### config.mk
export PLATFORM = sky130hd
export DESIGN_NAME = bkpt_trigger
export DESIGN_NICKNAME = d
export VERILOG_FILES = /design/src/rtl/bkpt_trigger.sv
export SDC_FILE = /design/constraint.sdc
export NUM_CORES = 1
export LEC_CHECK = 0
export ABC_AREA = 1
export CAP_MARGIN = 15
export CORE_MARGIN = 4
export CORE_UTILIZATION = 50
export CTS_BUF_LIST = sky130_fd_sc_hd__clkbuf_16
export DETAILED_ROUTE_END_ITERATION = 12
export DONT_BUFFER_PORTS = 1
export MAX_ROUTING_LAYER = met4
export PLACE_DENSITY = 0.72
export SLEW_MARGIN = 20
export SYNTH_ARGS = -nofsm -noshare
export SYNTH_HDL_FRONTEND = slang
export SYNTH_SLANG_ARGS = --single-unit
export TNS_END_PERCENT = 100
### constraint.sdc
create_clock -name clk -period 3.89 [get_ports clk]
set_clock_uncertainty 0.05 [all_clocks]
set_input_delay 0.389 -clock clk [delete_from_list [all_inputs] [get_ports clk]]
set_output_delay 0.389 -clock clk [all_outputs]
set_load 0.05 [all_outputs]
### src/rtl/bkpt_trigger.sv
module bkpt_trigger #(
  parameter int W = 32
) (
  input  logic         clk,
  input  logic         rst_n,
  input  logic         pc_vld,
  input  logic [W-1:0] pc_val,
  input  logic         bus_vld,
  input  logic [W-1:0] bus_addr,
  input  logic [W-1:0] bus_data,
  input  logic         bus_wr,
  input  logic         cfg_we,
  input  logic [3:0]   cfg_sel,
  input  logic [W-1:0] cfg_wdata,
  output logic         trig,
  output logic         trace_start,
  output logic         trace_stop,
  output logic         armed,
  output logic [5:0]   hit_status
);
  localparam int NPC = 4;
  localparam int NC  = NPC + 2;
  localparam int NB  = W / 8;

  logic [W-1:0]  pc_ref [NPC];
  logic [W-1:0]  rng_lo, rng_hi, dref;
  logic [NB-1:0] bmask;
  logic [16:0]   ctrl;
  logic [NC-1:0] hit;
  logic [W-1:0]  dkeep;

  wire ctl_wr = cfg_we && (cfg_sel == 4'd8);
  wire clr_wr = cfg_we && (cfg_sel == 4'd9);

  always_ff @(posedge clk or negedge rst_n) begin
    if (!rst_n) begin
      for (int i = 0; i < NPC; i++) pc_ref[i] <= '0;
      rng_lo <= '0;
      rng_hi <= '0;
      dref   <= '0;
      bmask  <= '0;
      ctrl   <= '0;
    end else if (cfg_we) begin
      case (cfg_sel)
        4'd0, 4'd1, 4'd2, 4'd3: pc_ref[cfg_sel[1:0]] <= cfg_wdata;
        4'd4: rng_lo <= cfg_wdata;
        4'd5: rng_hi <= cfg_wdata;
        4'd6: dref   <= cfg_wdata;
        4'd7: bmask  <= cfg_wdata[NB-1:0];
        4'd8: ctrl   <= cfg_wdata[16:0];
        default: ;
      endcase
    end
  end

  for (genvar i = 0; i < NPC; i++) begin : g_pc
    assign hit[i] = ctrl[i] & pc_vld & (pc_val == pc_ref[i]);
  end

  for (genvar b = 0; b < NB; b++) begin : g_byte
    assign dkeep[b*8 +: 8] = {8{~bmask[b]}};
  end

  wire in_rng = (bus_addr >= rng_lo) && (bus_addr <= rng_hi);
  wire rng_q  = bus_vld & (in_rng ^ ctrl[6]);
  wire rw_ok  = (ctrl[8:7] == 2'b01) ? !bus_wr :
                (ctrl[8:7] == 2'b10) ?  bus_wr : 1'b1;

  assign hit[NPC]   = ctrl[4] & rng_q;
  assign hit[NPC+1] = ctrl[5] & rng_q & rw_ok & (((bus_data ^ dref) & dkeep) == '0);

  wire           two    = ctrl[9];
  wire [NC-1:0]  l1m    = ctrl[15:10];
  wire [NC-1:0]  l2hits = hit & ~l1m;
  wire           l1     = |(hit & l1m);
  wire           fire   = two ? (armed & (|l2hits)) : (|hit);
  wire           arm_ev = two & !armed & l1 & !ctl_wr;
  wire [NC-1:0]  cause  = two ? l2hits : hit;

  always_ff @(posedge clk or negedge rst_n) begin
    if (!rst_n) begin
      trig        <= 1'b0;
      trace_start <= 1'b0;
      trace_stop  <= 1'b0;
      armed       <= 1'b0;
      hit_status  <= '0;
    end else begin
      trig        <= fire;
      trace_start <= two ? arm_ev : (fire & !ctrl[16]);
      trace_stop  <= two ? fire   : (fire &  ctrl[16]);
      if (ctl_wr || fire) armed <= 1'b0;
      else if (arm_ev)    armed <= 1'b1;
      hit_status  <= (hit_status & ~(clr_wr ? cfg_wdata[NC-1:0] : '0)) | (fire ? cause : '0);
    end
  end

  assert_off_silent_R6: assert property (@(posedge clk) disable iff (!rst_n)
    ($past(ctrl[5:0]) == 6'd0) |-> !trig);
  assert_trig_strobe_R12: assert property (@(posedge clk) disable iff (!rst_n)
    trig |-> $past(pc_vld || bus_vld));
  assert_two_lvl_armed_R8: assert property (@(posedge clk) disable iff (!rst_n)
    (trig && $past(ctrl[9])) |-> $past(armed));
  assert_armed_mode_R8: assert property (@(posedge clk) disable iff (!rst_n)
    armed |-> ctrl[9]);
  assert_trace_excl_R7: assert property (@(posedge clk) disable iff (!rst_n)
    !(trace_start && trace_stop));
  assert_sticky_R10: assert property (@(posedge clk) disable iff (!rst_n)
    !$past(clr_wr) |-> ((hit_status & $past(hit_status)) == $past(hit_status)));
  assert_ctl_disarm_R9: assert property (@(posedge clk) disable iff (!rst_n)
    $past(ctl_wr) |-> !armed);
endmodule

==> flow_summary.ini, run 1 <==
[logic_synthesis]
avgSynthCellArea_sq_um = 7.64
ys_ff_latch = 255
synthArstFlopShare_pct = 100
ys_warn_count = 0
synth-main-ff-cell = dfrtp_1
syn_area_sq_mm = 0.0147
synth.most_common_cell = nand2_1
synth_nets = 2123
synthDistinctLibCells = 44
yosys.area.top_type = dfrtp_1
synth_seq_area_share_pct = 43.5
synth_edf_count = 0
synth.top_cell.area_share_pct = 43.5
syn_inst = 1921
yosys-top-cells-area = dfrtp_1, nand2_1, o21ai_0
ys_top_cells_by_count = nand2_1, dfrtp_1, o21ai_0

[setup_path]
criticalPathCategory = reg2reg
crit_top_cell = nand2_1
cp.arrival_ps = 2890
crit_chain = inv_1, ha_1, nand2_1, nor2_1, nand4_1, nor2_1, nand2_1, nand2_1, nand2_1, nand2_1, nand2_1, nand3_1, nand3_2, nand2_4, nand2_4, nand2_1, nand2_1
critPathSlowestCell = dfrtp_1
worst-path-max-fanout = 8
start_kind = flip-flop
max_stage_delay_ps = 340
crit_required_ps = 4280
end_kind = flip-flop

[timing]
finalSetupViolCount = 0
slew-limit-headroom_pct = 44.4
rsz0062_at_grt = false
finalCriticalPeriod_ps = 2500
fmax_mhz = 400
finalCritPeriodShare_pct = 64.2
holdWs_ps = -533
finalSetupTns_ps = 0
finalMaxSlewViolations = 0
worst_pin_slew_ps = 834
hold_viol_final = 255

[clock_tree]
clk-insertion-delay-late_ps = 570
cts_setup_buffers = 0
cts_tree = done
root_buffer = clkbuf_16
clkSlewWorstSetupHoldPaths_ps = 60
cts.sinks = 255
numCtsBuffers = 29
cts_hold_buf = 31
clockBufferDepth = 3
cts_resized = 0
cts-htree-levels = 1

[finish]
final_core_util_pct = 56.7
final_nets = 2143
nFillCells = 2763
area_growth_pct = 11.5
drive_above_1_share_pct = 6.47
fin_cells = 2348

[job]
cap_violations = 0

[floorplanning]
die_area_sq_mm = 0.0322
num_io_pins = 148
die_w_um = 179
core_sq_mm = 0.0289
die_h_um = 179
initial_core_util_pct = 50.9
rows = 62

[pwr]
p_total_w = 0.00871
p_leak_nw = 7.95
max-vdd-ir-drop_uv = 402
power.density_mw_per_mm2 = 532

[placement]
dpl.hpwl_mm = 36.7
finalWeightedCongestion = 1.02
dpl.cell_count = 2263
io_buffers = 0

[drt]
dr.pass1.iters = 6
wl_per_cell_um = 20.2
num_vias = 13000
first_iter_violations = 1098
via_per_inst = 5.54
drt_drc_violations_left = 0
wirelength_mm = 47.5
ant_nets = 0

[status]
status = finished, violations left
failed_checks = negative hold slack

[grt]
grt_usage_pct = 30.5
grt_pass1_wl_mm = 72.8
global_route.overflow_total = 0
antenna_found_initial = 0
grt_max_degree = 256
first_global_vias = 13000

[hold_path]
holdCritPathClass = in2async
[sequential cells by signal, summed over array words and instances, names as in the netlist]
| register | cells |
|---|---|
| ctrl | 17 |
| pc_ref | 128 |
| dref | 32 |
| trace_start | 1 |
| bmask | 4 |
| rng_hi | 32 |
| rng_lo | 32 |
| trig | 1 |
| hit_status | 6 |
| trace_stop | 1 |
| armed | 1 |
[worst max-delay path: cells and delay by family, from the launching register on]
family / cells / cell delay, ps
simple gates: 15 / 1650
buf+inv: 1 / 50
fa+ha+maj: 1 / 280
flops: 1 / 340
[layer usage]
metal / GRT usage [%] / part of all wire (%) / up-vias
met4: 9.11 / 3.4 / 0
met1: 38.5 / 41 / 6140
met3: 7.43 / 9.1 / 87
met2: 49.3 / 47 / 458
met5: - / 0 / -
li1: - / - / 6330
[cell type report]
cell class,count,area (sq um),share of cell area [%]
Clock buffer,29,726,4.43
Antenna cell,1,2.50,0.0153
Sequential cell,255,6380,39.0
Inverter,212,796,4.86
Multi-Input combinational cell,1404,7310,44.6
Clock inverter,24,308,1.88
Tap cell,384,480,2.93
Timing Repair Buffer,39,370,2.26
[kinds of logic after synthesis]
family                   Yosys count  share of synthesized area, %
buffers and inverters            262                          6.96
AND/OR/NAND/NOR                  958                          29.0
adder cells (fa/ha/maj)           64                          5.45
AO/OA/AOI/OAI                    312                          10.8
XOR/XNOR                          70                          4.28
flip-flops                       255                          43.5
[where the power goes]
| group | internal [W] | leakage [nW] | switching (W) |
|---|---|---|---|
| clock | 0.00182 | 0.506 | 0.00115 |
| combinational | 0.000823 | 4.29 | 0.00127 |
| sequential | 0.00322 | 3.15 | 0.000436 |
| total | 0.00586 | 7.95 | 0.00285 |
[final timing paths]
check / start / to / slack [ps] / cells past startpoint
worst max-delay path: rng_hi[7] / hit_status[0] / 1390 / 17
worst min-delay path: rst_n / pc_ref[121] / -530 / 0
worst max register to register: rng_hi[7] / hit_status[0] / 1390 / 17
worst min register to register: ctrl[16] / trace_start / 450 / 1
max in group asynchronous: rst_n / pc_ref[101] / 3620 / 0
min in group clk: cfg_wdata[24] / dref[24] / 40 / 2
[stage by stage]
step / instance area, sq um / worst slack (ps) / hold WS [ps]
6_report: 16400 / 1390 / -533
5_1_grt: 16400 / 1140 / -554
4_1_cts: 16400 / 1400 / -540
3_5_place_dp: 15000 / 1380 / 53.8
3_3_place_gp: 15000 / 1430 / 53.7
2_1_floorplan: 14700 / 1860 / 43.4
[layout by cell type, fill, tap and decap left out, types with 6 or more instances in the layout]
cell | Yosys | routed
inv_1 | 199 | 201
dfrtp_1 | 255 | 255
or2_1 | 15 | 15
nor3_1 | 32 | 32
inv_2 | 10 | 10
nand2_1 | 520 | 520
ha_1 | 64 | 64
dlygate4sd3_1 | 0 | 31
nor4_1 | 18 | 18
bufinv_16 | 0 | 7
clkinv_1 | 3 | 9
buf_4 | 0 | 8
clkbuf_16 | 0 | 29
o21ai_0 | 224 | 224
nand3b_1 | 6 | 6
xnor2_1 | 48 | 48
nor2_1 | 152 | 151
nand3_1 | 57 | 55
xor2_1 | 20 | 20
nand4_1 | 90 | 90
or2_2 | 40 | 40
a21oi_1 | 76 | 76
Power figures use the tool's default switching activity.
==> run 2: changes to the inputs <==
Clock period 3.89 ns to 2.6 ns, I/O delays scaled along.
==> run 2 against run 1 <==
The run still ends with negative hold slack left. Global-route usage down 0.57 points. Cell area increased by 0.11%. Register-to-register slack lost 1300 ps. Die area unchanged. Worst setup slack worse by 1300 ps. Critical path depth increased by 2. Largest power group unchanged. Highest routed layer unchanged.
==> flow_summary.ini, run 2 (synthesis gave the netlist of run 1 again) <==
[status]
status = finished, violations left
failed_checks = negative hold slack

[job]
cap_violations = 0

[drt]
num_vias = 13100
first_iter_violations = 1183
dr.pass1.iters = 6
via_per_inst = 5.57
drt_drc_violations_left = 0
wl_per_cell_um = 19.8
ant_nets = 0
wirelength_mm = 46.5

[clock_tree]
cts.sinks = 255
cts_setup_buffers = 0
cts_tree = done
cts-htree-levels = 1
clockBufferDepth = 3
cts_hold_buf = 36
numCtsBuffers = 30
root_buffer = clkbuf_16
clk-insertion-delay-late_ps = 590
clkSlewWorstSetupHoldPaths_ps = 60

[setup_path]
worst-path-max-fanout = 8
cp.arrival_ps = 2900
max_stage_delay_ps = 360
critPathSlowestCell = dfrtp_1
reg2reg_depth = 19
end_kind = flip-flop
r2r_slack_ps = 140
crit_required_ps = 3040
criticalPathCategory = reg2reg
start_kind = flip-flop
crit_top_cell = nand2_1
timing.rr.end = hit_status[1]
endpoint = hit_status[1]
crit_start = rng_hi[5]
crit_chain = inv_1, ha_1, a21oi_2, nor2_1, nor2_1, nand2_1, nand2_1, nand2_1, nand2_1, nand2_1, nand2_1, nand3_1, nand2_4, nand4_1, nand3_2, nand2_2, nand2_4, nand2_1, nand2_1
rr_startpoint = rng_hi[5]

[pwr]
p_comb_share_pct = 25.1
max-vdd-ir-drop_uv = 621
power.density_mw_per_mm2 = 772
power.share.clock_pct = 31.6
p_int_w = 0.00836
p_sw_share_pct = 33.9
p_leak_nw = 7.97
seqPwrFrac_pct = 43.3
p_sw_w = 0.00429

[timing]
hold_viol_final = 255
finalSetupViolCount = 0
finalCritPeriodShare_pct = 94.6
finalSetupTns_ps = 0
finalCriticalPeriod_ps = 2460
slew-limit-headroom_pct = 55.9
fmax_mhz = 406
holdWs_ps = -653
worst_pin_slew_ps = 662
finalMaxSlewViolations = 0

[finish]
top_register = pc_ref
multiInputGateArea_sq_mm = 0.00735
seq_area_sq_mm = 0.00638
design_area_sq_mm = 0.0164
area_growth_pct = 11.6
largest_reg_flops = 128
final_nets = 2151
final_cell_mix = nand2_1, dfrtp_1, o21ai_0, inv_1, nor2_1
final_common_cell = nand2_1
drive_above_1_share_pct = 6.90
antenna_cells = 0
nFillCells = 2712

[placement]
dpl.hpwl_mm = 36.0
finalWeightedCongestion = 1.03
io_buffers = 0
placed_area_sq_mm = 0.0151

[floorplanning]
die_area_sq_mm = 0.0322
die_w_um = 179
rows = 62
initial_core_util_pct = 50.9
num_io_pins = 148
die_h_um = 179
core_sq_mm = 0.0289

[grt]
antenna_found_initial = 0
grt_max_degree = 256
first_global_vias = 13000
grt_usage_pct = 30.0
grt_pass1_wl_mm = 72.1
global_route.overflow_total = 0

[hold_path]
holdCritPathClass = in2async
## run 2: what timing repair did
item                                    4_1_cts  5_1_grt
hold endpoints to repair                    442      255
endpoints found under the setup margin        0       10
resized for setup                             0       10
## run 2: worst max-delay path: cells and delay by family (launching register included)
family	cells	cell delay, ps
DFF	1	360
and+or+nand+nor	16	1490
buffers and inverters	1	80
adders and majority gates	1	250
AOI/OAI and AO/OA	1	140
## run 2: stage by stage
stage / worst slack [ps] / utilization [%] / cells / total power, W
finish: 140 / 56.8 / 2356 / 0.0126
global route: -1.18 / 56.8 / 2356 / 0.0134
CTS: 26.2 / 56.7 / 2356 / 0.0127
detailed placement: 70.9 / 52.2 / 2265 / 0.00858
global placement: 128 / 52.2 / 2265 / 0.00847
floorplan: 627 / - / 1921 / 0.00767
## run 2: per-layer routing
metal | wire (um) | share of wire, % | track usage (%) | vias up
li1 | - | - | - | 6348
met1 | 19500 | 42 | 39.3 | 6161
met2 | 21400 | 46 | 47.9 | 519
met3 | 4170 | 9.0 | 6.08 | 104
met4 | 1470 | 3.2 | 8.03 | 0
met5 | 0 | 0 | - | -
## run 2: how the worst min path moves through the flow
stage | depth (start not counted) | end | slack, ps
2_1_floorplan | 0 | armed | -90
3_3_place_gp | 0 | pc_ref[127] | -70
3_5_place_dp | 0 | pc_ref[127] | -70
4_1_cts | 0 | pc_ref[63] | -680
5_1_grt | 0 | pc_ref[108] | -670
6_report | 0 | pc_ref[108] | -650
## run 2: final cells by class
class | instances | share of cell area (%)
multi-input cells | 1404 | 44.8
flip-flops and latches | 255 | 38.9
inverters | 212 | 4.86
clock buffers | 30 | 4.58
well taps | 384 | 2.93
repair buffers | 46 | 2.73
clock inverters | 25 | 1.13
## run 2: power by group through the flow
stage                     Sequential [W]  Clock (W)  Combinational, W
after floorplan                  0.00531          0           0.00235
after global placement           0.00551          0           0.00296
after detailed placement         0.00554          0           0.00304
after CTS                        0.00547    0.00406           0.00313
after global routing             0.00558    0.00422           0.00363
final                            0.00548    0.00400           0.00317
